--- src/rtl/rx_seq_pkg.sv ---
package rx_seq_pkg;

  // bit counter preload so that it reaches all-ones after start + data samples
  function automatic int unsigned bit_preload(int unsigned cnt_w, int unsigned data_w);
    return (2 ** cnt_w) - 1 - (data_w + 1);
  endfunction

  // edges from start edge (counted as 1) until done is raised
  function automatic int unsigned done_edge(int unsigned cnt_w, int unsigned data_w);
    return (data_w + 2) * (2 ** cnt_w) - 1;
  endfunction

endpackage

--- src/rtl/rx_seq_counters.sv ---
module rx_seq_counters #(
  parameter int unsigned CNT_W  = 4,
  parameter int unsigned DATA_W = 8
) (
  input  logic clk_i,
  input  logic rst_ni,
  input  logic load_i,
  output logic cyc_msb_o,
  output logic last_bit_o,
  output logic done_o
);
  import rx_seq_pkg::*;

  localparam logic [CNT_W-1:0] CYC_LOAD = CNT_W'(1);
  localparam logic [CNT_W-1:0] BIT_LOAD = CNT_W'(bit_preload(CNT_W, DATA_W));
  localparam logic [CNT_W-1:0] CNT_MAX  = {CNT_W{1'b1}};

  logic [CNT_W-1:0] cyc_q, bit_q;
  logic cyc_full, bit_full, frozen;

  assign cyc_full = (cyc_q == CNT_MAX);
  assign bit_full = (bit_q == CNT_MAX);
  assign frozen   = cyc_full & bit_full;

  // cycle counter keeps running through the stop-bit period, then freezes
  always_ff @(posedge clk_i or negedge rst_ni) begin
    if (!rst_ni) begin
      cyc_q <= CNT_MAX;
      bit_q <= CNT_MAX;
    end else if (load_i) begin
      cyc_q <= CYC_LOAD;
      bit_q <= BIT_LOAD;
    end else if (!frozen) begin
      cyc_q <= cyc_q + CNT_W'(1);
      if (cyc_full && !bit_full) bit_q <= bit_q + CNT_W'(1);
    end
  end

  assign cyc_msb_o  = cyc_q[CNT_W-1];
  assign last_bit_o = bit_full;
  assign done_o     = frozen;

endmodule

--- src/rtl/rx_seq_strobe.sv ---
module rx_seq_strobe (
  input  logic clk_i,
  input  logic rst_ni,
  input  logic cyc_msb_i,
  output logic strobe_o
);

  logic msb_q;

  // reset high: idle counter sits at all-ones
  always_ff @(posedge clk_i or negedge rst_ni) begin
    if (!rst_ni) msb_q <= 1'b1;
    else         msb_q <= cyc_msb_i;
  end

  assign strobe_o = cyc_msb_i & ~msb_q;

endmodule

--- src/rtl/rx_seq_shifter.sv ---
module rx_seq_shifter #(
  parameter int unsigned DATA_W = 8
) (
  input  logic              clk_i,
  input  logic              rst_ni,
  input  logic              start_i,
  input  logic              strobe_i,
  input  logic              last_bit_i,
  input  logic              rx_i,
  output logic [DATA_W-1:0] data_o,
  output logic              frame_err_o
);

  logic [DATA_W-1:0] sreg_q;
  logic              ferr_q;

  always_ff @(posedge clk_i or negedge rst_ni) begin
    if (!rst_ni)                      sreg_q <= '0;
    else if (strobe_i && !last_bit_i) sreg_q <= {rx_i, sreg_q[DATA_W-1:1]};
  end

  // start pulse wins over a coincident stop-bit sample
  always_ff @(posedge clk_i or negedge rst_ni) begin
    if (!rst_ni)                     ferr_q <= 1'b0;
    else if (start_i)                ferr_q <= 1'b0;
    else if (strobe_i && last_bit_i) ferr_q <= ~rx_i;
  end

  assign data_o      = sreg_q;
  assign frame_err_o = ferr_q;

endmodule

--- src/rtl/rx_bit_sequencer.sv ---
module rx_bit_sequencer #(
  parameter int unsigned CNT_W  = 4,
  parameter int unsigned DATA_W = 8
) (
  input  logic              clk_i,
  input  logic              rst_ni,
  input  logic              start_i,
  input  logic              rx_i,
  output logic [DATA_W-1:0] data_o,
  output logic              done_o,
  output logic              frame_err_o
);

  logic cyc_msb, last_bit, strobe;

  rx_seq_counters #(.CNT_W(CNT_W), .DATA_W(DATA_W)) u_cnt (
    .clk_i      (clk_i),
    .rst_ni     (rst_ni),
    .load_i     (start_i),
    .cyc_msb_o  (cyc_msb),
    .last_bit_o (last_bit),
    .done_o     (done_o)
  );

  rx_seq_strobe u_stb (
    .clk_i     (clk_i),
    .rst_ni    (rst_ni),
    .cyc_msb_i (cyc_msb),
    .strobe_o  (strobe)
  );

  rx_seq_shifter #(.DATA_W(DATA_W)) u_shf (
    .clk_i       (clk_i),
    .rst_ni      (rst_ni),
    .start_i     (start_i),
    .strobe_i    (strobe),
    .last_bit_i  (last_bit),
    .rx_i        (rx_i),
    .data_o      (data_o),
    .frame_err_o (frame_err_o)
  );

endmodule

--- config.mk ---
export PLATFORM = sky130hd
export DESIGN_NAME = rx_bit_sequencer
export DESIGN_NICKNAME = d
export VERILOG_FILES = /design/src/rtl/rx_seq_pkg.sv /design/src/rtl/rx_seq_counters.sv /design/src/rtl/rx_seq_strobe.sv /design/src/rtl/rx_seq_shifter.sv /design/src/rtl/rx_bit_sequencer.sv
export SDC_FILE = /design/constraint.sdc
export NUM_CORES = 1
export LEC_CHECK = 0
export BUFFER_PORTS_ARGS = -buffer_cell sky130_fd_sc_hd__buf_2
export CORE_UTILIZATION = 35
export CTS_BUF_LIST = sky130_fd_sc_hd__clkbuf_8
export CTS_CLUSTER_DIAMETER = 50
export DETAILED_ROUTE_END_ITERATION = 8
export GPL_TIMING_DRIVEN = 0
export PLACE_DENSITY = 0.61
export SYNTH_ARGS = -nofsm -noshare
export SYNTH_HDL_FRONTEND = slang
export SYNTH_SLANG_ARGS = --single-unit
--- constraint.sdc ---
create_clock -name clk_i -period 2 [get_ports clk_i]
set_input_delay 0.5 -clock clk_i [delete_from_list [all_inputs] [get_ports clk_i]]
set_output_delay 0.5 -clock clk_i [all_outputs]
set_load 0.02 [all_outputs]
# == Word-level counts from Yosys, hierarchy flattened ==
# Cells that the tools add are included.
# W data, S select, Z words.
# classes
add_sub_neg,2
multipliers,0
n_div,0
magnitude_cmp,0
eq_ne,3
shift,0
mux,7
bitwise,4
reduce_logical,7
# op_table
operator,count
$mux W4,5
$add A4 B1 Y4 const B,2
$eq A4 B4 Y1 const B,2
$reduce_bool A2 Y1,2
$logic_and A1 B1 Y1,3
$and A1 B1 Y1,2
$mux W1,2
$ne A2 B2 Y1 const B,1
$not A1 Y1,2
$reduce_and A2 Y1,1
$logic_not A1 Y1,1
# totals
ff_bits,18
latch_bits,0
ram_bits,0
rom_bits,0
in_bits,4
out_inout_bits,10
wordCells,28
mem_count,0

# == Depth between registers and ports, before layout ==
# Gate-level depths: netlist (run 1).
# depth
depth_word,6
ltp_mapped,5
mapped_depth_nobuf,4

# == Modules after synthesis ==
# From an unflattened synthesis (run 1), not the netlist that was laid out.
# unflattened
hier_cells,64
area_unflattened_um2,839.6
# modules_own_cells
mod,n_inst,cells_per_inst,area_each_um2,seq_area_each_um2
rx_seq_counters,1,40,414.1,210.2
rx_seq_shifter,1,22,385.4,225.2
rx_seq_strobe,1,2,40.0,26.3

# == Worst setup path before layout (run 1) ==
# OpenSTA, ideal clock, no wires.
# synth_path
path_type,reg-to-output
startpoint,register u_cnt.bit_q[0]
endpoint,output port done_o
arrival_time_ns,1.173
t_required_ns,1.500
path_slack_ns,0.327
stages_incl_launch_ff,6
path_buffers,1
cell_sequence,dfstp_2 ha_1 and3_1 buf_6 nand2_1 inv_1
# synth_between
elab_chain_len,2
# synth_lines
item,line_no,text
"start, declared",rx_seq_counters.sv:18,"logic [CNT_W-1:0] cyc_q, bit_q;"
"start signal, assigned",rx_seq_counters.sv:35,if (cyc_full && !bit_full) bit_q <= bit_q + CNT_W'(1);
$eq A4 B4 Y1,rx_seq_counters.sv:22,assign bit_full = (bit_q == CNT_MAX);
$and A1 B1 Y1,rx_seq_counters.sv:23,assign frozen = cyc_full & bit_full;
"end, declared",rx_bit_sequencer.sv:10,"output logic done_o,"
# No other way between the ends.

# == Worst setup path in the final report (run 1) ==
# layout_path
startpoint,register u_cnt.cyc_q[0]
endpoint,output port done_o
# layout_between
elab_chain_len,2
# layout_lines
item,line_no,text
"start, declared",rx_seq_counters.sv:18,
"start signal, assigned",rx_seq_counters.sv:34,cyc_q <= cyc_q + CNT_W'(1);
$eq A4 B4 Y1,rx_seq_counters.sv:21,assign cyc_full = (cyc_q == CNT_MAX);
$and A1 B1 Y1,rx_seq_counters.sv:23,
# No other way between the ends.

==> impl_metrics.env, run 1 <==
export IMPL_highest_layer="met4"
export IMPL_period_share_pct=96.9
export IMPL_tns_ns=0
export IMPL_reg2reg_depth=5
export IMPL_area_delta_synth_final_pct=24.4
export IMPL_rsz0062_at_grt="false"
export IMPL_cap_violations=0
export IMPL_finalPower_mw=0.982
export IMPL_synthMuxAreaShare_pct=14.5
export IMPL_cp_max_fo=4
export IMPL_routabilityCongestion=0.744
export IMPL_multi_input_area_um2=375
export IMPL_initial_core_util_pct=37.1
export IMPL_grt_pass1_vias=594
export IMPL_rows=17
export IMPL_syn_nets=71
export IMPL_ys_seq_area_share_pct=55.7
export IMPL_drt_iter0_markers=10
export IMPL_htreeDepth=1
export IMPL_io_pins=14
export IMPL_n_antenna_cell=0
export IMPL_path_delay_family="flip-flops"
export IMPL_yosysTopAreaCell="dfstp_2"
export IMPL_crit_path_cell_trace="ha_4 > and3_4 > nand2_2 > inv_1 > buf_6"
export IMPL_max_freq_mhz=516
export IMPL_seq_area_um2=462
export IMPL_yosysWarnings=0
export IMPL_synthSimpleGateAreaFrac_pct=10.4
export IMPL_layout_common_cells="buf_2 (12), dfstp_2 (9), dfrtp_1 (9)"
export IMPL_die_h_um=50.7
export IMPL_synthAdderAreaFrac_pct=3.02
export IMPL_dr_wl_met3_um=83
export IMPL_nets=90
export IMPL_synthArstFlopShare_pct=100
export IMPL_leakage_nw=0.465
export IMPL_gr_total_overflow=0
export IMPL_end_kind="output port"
export IMPL_track_usage_pct=14.9
export IMPL_cts_tree="built"
export IMPL_synth_area_um2=830
export IMPL_coreArea_um2=2230
export IMPL_synth_compound_area_share_pct=11.8
export IMPL_drc=0
export IMPL_ir_worst_vdd_uv=442
export IMPL_cts_buffers=3
export IMPL_worst_slew_pin_slew_ns=0.403
export IMPL_max_slew_margin_pct=73.1
export IMPL_syn_area_per_cell_um2=12.8
export IMPL_startpoint_type="flip-flop"
export IMPL_crit_type="flip-flop to output port"
export IMPL_synth_xor_area_share_pct=1.06
export IMPL_antenna_left=0
export IMPL_dr_wl_met2_um=796
export IMPL_min_path_type="input port to asynchronous set/reset pin"
export IMPL_synth_top_cell_area_share_pct=28.5
export IMPL_r2r_setup_slack_ns=0.36
export IMPL_antenna_found_initial=0
export IMPL_clock_skew_ns=0.000817
export IMPL_synth_edf_count=0
export IMPL_report_final_slew_viol_count=0
export IMPL_setup_violations_final=0
export IMPL_layout_commonest_cell="buf_2"
export IMPL_drtPass1Iterations=3
export IMPL_totalWireLength_um=1640
export IMPL_synthTopCellsByArea="dfstp_2 (29%), dfrtp_1 (27%), mux2_4 (14%), nand3_1 (3.6%), o21ai_0 (3.6%)"
export IMPL_fillers=215
export IMPL_ys_seq_elements=18
export IMPL_dieArea_um2=2570
export IMPL_io_buffers=13
export IMPL_synth_top_family_by_area="multiplexers"
export IMPL_r2r_end="u_shf.data_o[3]"
export IMPL_insertion_delay_ns=0.25
export IMPL_vias=591
export IMPL_fin_cells=111
export IMPL_min_period_ns=1.94
export IMPL_finalHoldViolCount=0
export IMPL_die_width_um=50.7
export IMPL_placed_cells=106
export IMPL_cp_slowest_stage_delay_ns=0.58
export IMPL_reg2reg_from="u_cnt.bit_q[0]"
export IMPL_path_buf_inv=2
export IMPL_root_buffer="clkbuf_8"
export IMPL_powerDensity_nw_per_um2=951
export IMPL_status="finished clean"
export IMPL_dp_hpwl_um=1040
export IMPL_hold_ws_ns=0.165
export IMPL_slowest_stage="dfstp_2"
export IMPL_drive_above_1_share_pct=51.8
export IMPL_grt_max_degree=19
export IMPL_wl_per_cell_um=14.7
export IMPL_clock_sinks=18
export IMPL_synth_cell_types=22
export IMPL_synth_ff_type="dfstp_2"
export IMPL_postSynthCellCount=65
export IMPL_viasPerCell=5.32
export IMPL_critPathRequiredTime_ns=1.50
export IMPL_cp_arrival_ns=1.44
export IMPL_cts_buffer_depth=2
export IMPL_wl_met1_um=736
export IMPL_grt_pass1_wl_um=2750
export IMPL_path_clk_slew_ns=0.07
==> per-layer routing <==
metal,global-route usage [%],vias to the layer above
met5,0,-
met4,5.56,0
met3,5.45,4
met2,26.2,16
met1,16.1,296
li1,-,275
==> cell families (layout without fill, tap and decap cells) <==
group	Yosys count	in the layout
mux	8	8
fa+ha+maj	2	2
xor+xnor	1	1
flops	18	18
simple gates	15	15
compound gates	16	16
buf+inv	5	23
==> registers in the layout, indices dropped and copies added (netlist names) <==
signal,flops
u_cnt.cyc_q,4
u_stb.msb_q,1
u_cnt.bit_q,4
u_shf.data_o,8
u_shf.frame_err_o,1
==> cell usage after synthesis, drive strengths merged (2+ instances only) <==
| library cell | n |
|---|---|
| ha | 2 |
| mux2 | 8 |
| a21oi | 4 |
| nand3 | 7 |
| o21ai | 6 |
| dfrtp | 9 |
| inv | 3 |
| dfstp | 9 |
| nand2b | 2 |
| or3 | 2 |
| and3 | 2 |
| o311ai | 2 |
| buf | 2 |
==> power breakdown <==
group          switching, mW  internal (mW)  leakage (nW)
combinational          0.107          0.106         0.223
clock                  0.124          0.175        0.0288
sequential            0.0463          0.424         0.213
==> timing repair <==
action | in CTS | in global routing
gates resized for setup | 7 | 2
setup buffers | 2 | 0
hold buffers | 0 | 0
gates cloned | 0 | 0
endpoints found under the setup margin | 1 | 1
==> through the flow <==
stage	setup slack, ns	area, µm²	util, %
6_report	0.0611	1030	46.2
5_1_grt	0.00248	1030	46.2
4_1_cts	0.00957	1030	46.1
3_5_place_dp	0.204	930	41.6
3_3_place_gp	0.222	930	41.6
2_1_floorplan	0.327	830	-
==> final cells by class <==
type / instances / share of cell area [%]
buffer: 1 / 0.727
clock buffer: 4 / 5.33
inverter: 3 / 1.09
multi-input combinational: 42 / 36.4
sequential: 18 / 44.7
tap: 28 / 3.39
timing repair buffer: 15 / 8.36
==> worst max-delay path by stage <==
stage	end	from	depth (start not counted)	slack, ns
after floorplan	done_o	u_cnt.bit_q[0]	5	0.33
after global placement	done_o	u_cnt.bit_q[0]	6	0.22
after detailed placement	done_o	u_cnt.cyc_q[0]	5	0.20
after CTS	done_o	u_cnt.cyc_q[0]	5	0.01
after global routing	done_o	u_cnt.bit_q[0]	5	0.002
final	done_o	u_cnt.cyc_q[0]	5	0.06
(Power assumes the default switching activity.)
==> run 2, diff against run 1 <==
CORE_MARGIN = 3   (was default)
CORE_UTILIZATION = 40   (was 35)
PLACE_DENSITY = 0.67   (was 0.61)
==> impl_metrics.env, run 2 (synthesis results as in run 1) <==
export IMPL_status="finished clean"
export IMPL_dieArea_um2=2660
export IMPL_end_kind="output port"
export IMPL_critPathRequiredTime_ns=1.50
export IMPL_reg2reg_from="u_cnt.bit_q[0]"
export IMPL_track_usage_pct=13.6
export IMPL_clock_skew_ns=0.00565
export IMPL_startpoint_type="flip-flop"
export IMPL_report_final_slew_viol_count=0
export IMPL_layout_commonest_cell="buf_2"
export IMPL_initial_core_util_pct=45.1
export IMPL_period_share_pct=96.0
export IMPL_wl_per_cell_um=13.8
export IMPL_drive_above_1_share_pct=51.2
export IMPL_cts_buffer_depth=2
export IMPL_tns_ns=0
export IMPL_max_freq_mhz=521
export IMPL_powerDensity_nw_per_um2=915
export IMPL_setup_violations_final=0
export IMPL_area_delta_synth_final_pct=22.5
export IMPL_ir_worst_vdd_uv=583
export IMPL_r2r_setup_slack_ns=0.33
export IMPL_multi_input_area_um2=380
export IMPL_coreArea_um2=1840
export IMPL_cts_hold_buf=0
export IMPL_grt_pass1_wl_um=2660
export IMPL_hold_ws_ns=0.160
export IMPL_drtPass1Iterations=4
export IMPL_worst_slew_pin_slew_ns=0.379
export IMPL_nets=89
export IMPL_die_width_um=51.5
export IMPL_n_antenna_cell=0
export IMPL_clock_sinks=18
export IMPL_drt_iter0_markers=9
export IMPL_max_slew_margin_pct=74.7
export IMPL_fillers=172
export IMPL_io_pins=14
export IMPL_crit_type="flip-flop to output port"
export IMPL_antenna_left=0
export IMPL_antenna_found_initial=0
export IMPL_leakage_nw=0.472
export IMPL_dp_hpwl_um=1040
export IMPL_cap_violations=0
export IMPL_drc=0
export IMPL_layout_common_cells="buf_2 (12), dfstp_2 (9), dfrtp_1 (9)"
export IMPL_seq_area_um2=462
export IMPL_cp_arrival_ns=1.42
export IMPL_min_period_ns=1.92
export IMPL_critPathLaunch="u_cnt.cyc_q[0]"
export IMPL_insertion_delay_ns=0.25
export IMPL_largest_register_ffs=8
export IMPL_root_buffer="clkbuf_8"
export IMPL_path_clk_slew_ns=0.07
export IMPL_grt_pass1_vias=610
export IMPL_vias=581
export IMPL_rsz0062_at_grt="false"
export IMPL_die_h_um=51.5
export IMPL_io_buffers=13
export IMPL_placed_area_um2=926
export IMPL_cts_buffers=3
export IMPL_cts_tree="built"
export IMPL_stdcell_area_um2=1020
export IMPL_gr_total_overflow=0
export IMPL_htreeDepth=1
export IMPL_finalHoldViolCount=0
export IMPL_grt_max_degree=19
export IMPL_routabilityCongestion=0.810
export IMPL_cp_max_fo=4
export IMPL_rows=15
export IMPL_viasPerCell=5.43
export IMPL_min_path_type="input port to asynchronous set/reset pin"
export IMPL_totalWireLength_um=1480
[run 2: cell types whose count changed in the layout (fill, tap and decap cells not counted)]
cell	before	now
inv_2	0	1
clkbuf_8	4	3
nand2_4	0	1
nand2_2	1	0
buf_4	3	2
[run 2: final timing paths]
check                                    endpoint  depth (start not counted)
worst max-delay path                       done_o                          5
worst min-delay path            u_shf.frame_err_o                          1
worst max register to register    u_shf.data_o[1]                          5
worst min register to register        u_stb.msb_q                          0
max in group asynchronous          u_cnt.cyc_q[3]                          1
min in group clk_i                    u_stb.msb_q                          0
[run 2: layout make-up]
| class | count | share of cell area (%) |
|---|---|---|
| Inverter | 3 | 1.11 |
| Buffer | 1 | 0.739 |
| Sequential cell | 18 | 45.4 |
| Clock buffer | 3 | 4.06 |
| Clock inverter | 1 | 0.369 |
| Multi-Input combinational cell | 42 | 37.4 |
| Tap cell | 25 | 3.08 |
| Timing Repair Buffer | 14 | 7.76 |
[run 2: what timing repair did]
action | 4_1_cts | 5_1_grt
endpoints found under the setup margin | 1 | 1
cloned | 0 | 0
setup buffers | 1 | 0
gates resized for setup | 7 | 4
[run 2: report_power, final]
group	switching, mW	internal, mW	leakage, nW
Clock	0.114	0.136	0.0269
Combinational	0.108	0.105	0.232
Sequential	0.0427	0.424	0.213
Total	0.264	0.665	0.472
[run 2: critical path: stages (launching register included)]
cell	delay [ns]
dfstp_2	0.58
ha_4	0.16
and3_4	0.21
nand2_4	0.07
inv_2	0.05
buf_6	0.10
[run 2: metal layers]
layer	up-vias	GRT usage (%)	routed length, µm
li1	276	-	-
met1	293	17.2	688
met2	12	22.2	730
met3	0	1.72	57
met4	0	7.86	0
met5	-	0	0
[run 2: metrics by stage]
stage / worst slack, ns / total power, mW / util, % / std cells
floorplan: 0.327 / 0.609 / - / 65
global placement: 0.216 / 0.676 / 50.3 / 103
detailed placement: 0.180 / 0.684 / 50.3 / 103
CTS: 0.00557 / 0.936 / 54.8 / 108
global route: 0.0189 / 0.983 / 55.2 / 107
finish: 0.0809 / 0.930 / 55.2 / 107
==> run 3, diff against run 2 <==
CORE_UTILIZATION = 35   (was 40)
PLACE_DENSITY = 0.61   (was 0.67)
==> impl_metrics.env, run 3 (synthesis results as in run 1) <==
export IMPL_track_usage_pct=11.6
export IMPL_dieArea_um2=2990
export IMPL_min_path_type="input port to asynchronous set/reset pin"
export IMPL_totalWireLength_um=1490
export IMPL_fillers=210
export IMPL_max_freq_mhz=518
export IMPL_clock_skew_ns=0.00328
export IMPL_grt_max_degree=19
export IMPL_setup_violations_final=0
export IMPL_grt_pass1_wl_um=2440
export IMPL_cts_buffers=3
export IMPL_insertion_delay_ns=0.25
export IMPL_powerDensity_nw_per_um2=925
export IMPL_antenna_found_initial=0
export IMPL_multi_input_area_um2=380
export IMPL_drt_iter0_markers=2
export IMPL_cp_arrival_ns=1.43
export IMPL_leakage_nw=0.486
export IMPL_dp_hpwl_um=1030
export IMPL_worst_slew_pin_slew_ns=0.417
export IMPL_seq_area_um2=462
export IMPL_finalHoldViolCount=0
export IMPL_ir_worst_vdd_uv=687
export IMPL_r2r_setup_slack_ns=0.35
export IMPL_cts_tree="built"
export IMPL_root_buffer="clkbuf_8"
export IMPL_path_clk_slew_ns=0.07
export IMPL_reg2reg_from="u_cnt.bit_q[0]"
export IMPL_coreArea_um2=2230
export IMPL_rows=17
export IMPL_gr_total_overflow=0
export IMPL_layout_commonest_cell="buf_2"
export IMPL_io_pins=14
export IMPL_finish_utilization_pct=46.9
export IMPL_nets=91
export IMPL_critPathRequiredTime_ns=1.50
export IMPL_report_final_slew_viol_count=0
export IMPL_die_width_um=54.7
export IMPL_initial_core_util_pct=37.1
export IMPL_area_delta_synth_final_pct=26.4
export IMPL_status="finished clean"
export IMPL_clock_sinks=18
export IMPL_crit_end="done_o"
export IMPL_wl_per_cell_um=13.3
export IMPL_reg2reg_depth=5
export IMPL_crit_type="flip-flop to output port"
export IMPL_drc=0
export IMPL_critPathLaunch="u_cnt.bit_q[0]"
export IMPL_r2r_end="u_shf.data_o[4]"
export IMPL_max_slew_margin_pct=72.2
export IMPL_grt_pass1_vias=542
export IMPL_drtPass1Iterations=3
export IMPL_io_buffers=13
export IMPL_antenna_left=0
export IMPL_viasPerCell=5.19
export IMPL_drive_above_1_share_pct=53.6
export IMPL_die_h_um=54.7
export IMPL_routabilityCongestion=0.747
export IMPL_vias=581
export IMPL_startpoint_type="flip-flop"
export IMPL_n_antenna_cell=0
export IMPL_cap_violations=0
export IMPL_cp_max_fo=4
export IMPL_min_period_ns=1.93
export IMPL_largest_register_ffs=8
export IMPL_finalPower_mw=0.970
export IMPL_layout_common_cells="buf_2 (12), dfstp_2 (9), dfrtp_1 (9)"
export IMPL_cts_buffer_depth=2
export IMPL_end_kind="output port"
export IMPL_htreeDepth=1
export IMPL_period_share_pct=96.5
-- run 3: layout make-up --
type | count | area share [%]
clock buffer | 4 | 5.25
buffer | 2 | 1.79
multi-input combinational | 42 | 36.3
timing repair buffer | 15 | 8.23
tap | 28 | 3.34
sequential | 18 | 44.0
inverter | 3 | 1.07
-- run 3: repair_timing --
item	CTS	global route
resized for setup	5	6
buffers inserted	1	1
setup endpoints to repair	1	1
pin swaps	0	1
hold buffers	0	0
-- run 3: power breakdown --
group          leakage, nW  total (mW)  internal, mW  switching [mW]
Clock               0.0288       0.290         0.175           0.116
Sequential           0.213       0.467         0.424          0.0434
Combinational        0.244       0.212         0.106           0.106
-- run 3: how the worst min path moves through the flow --
stage	start	to	depth (start not counted)
finish	rst_ni	u_shf.data_o[7]	1
global route	rst_ni	u_shf.data_o[7]	1
CTS	rst_ni	u_shf.data_o[6]	1
detailed placement	u_cnt.cyc_q[3]	u_stb.msb_q	0
global placement	u_cnt.cyc_q[3]	u_stb.msb_q	0
floorplan	rst_ni	u_shf.data_o[0]	0
-- run 3: metrics by stage --
step / setup slack (ns) / cells / area (µm²) / TNS [ns] / hold WS (ns)
after CTS: 0.00370 / 111 / 1010 / 0 / 0.171
after global placement: 0.214 / 106 / 930 / 0 / 0.389
after floorplan: 0.327 / 65 / 830 / 0 / 0.204
after global routing: -0.000460 / 112 / 1050 / -0.000460 / 0.179
final: 0.0696 / 112 / 1050 / 0 / 0.172
after detailed placement: 0.186 / 106 / 930 / 0 / 0.398
-- run 3: worst max-delay path, cell delays in order, from the launching register on --
cell and delay [ns]:
dfstp_2 0.57, ha_4 0.14, and3_4 0.18, buf_6 0.10, nand2_4 0.05, inv_2 0.05
buf_6 0.10
-- run 3: routing by layer --
layer / up-vias / GRT usage (%) / part of all wire, %
met5: - / 0 / 0
met4: 0 / 6.64 / 0.67
met2: 13 / 16.9 / 46
li1: 277 / - / -
met1: 289 / 14.2 / 48
met3: 2 / 4.90 / 5.2
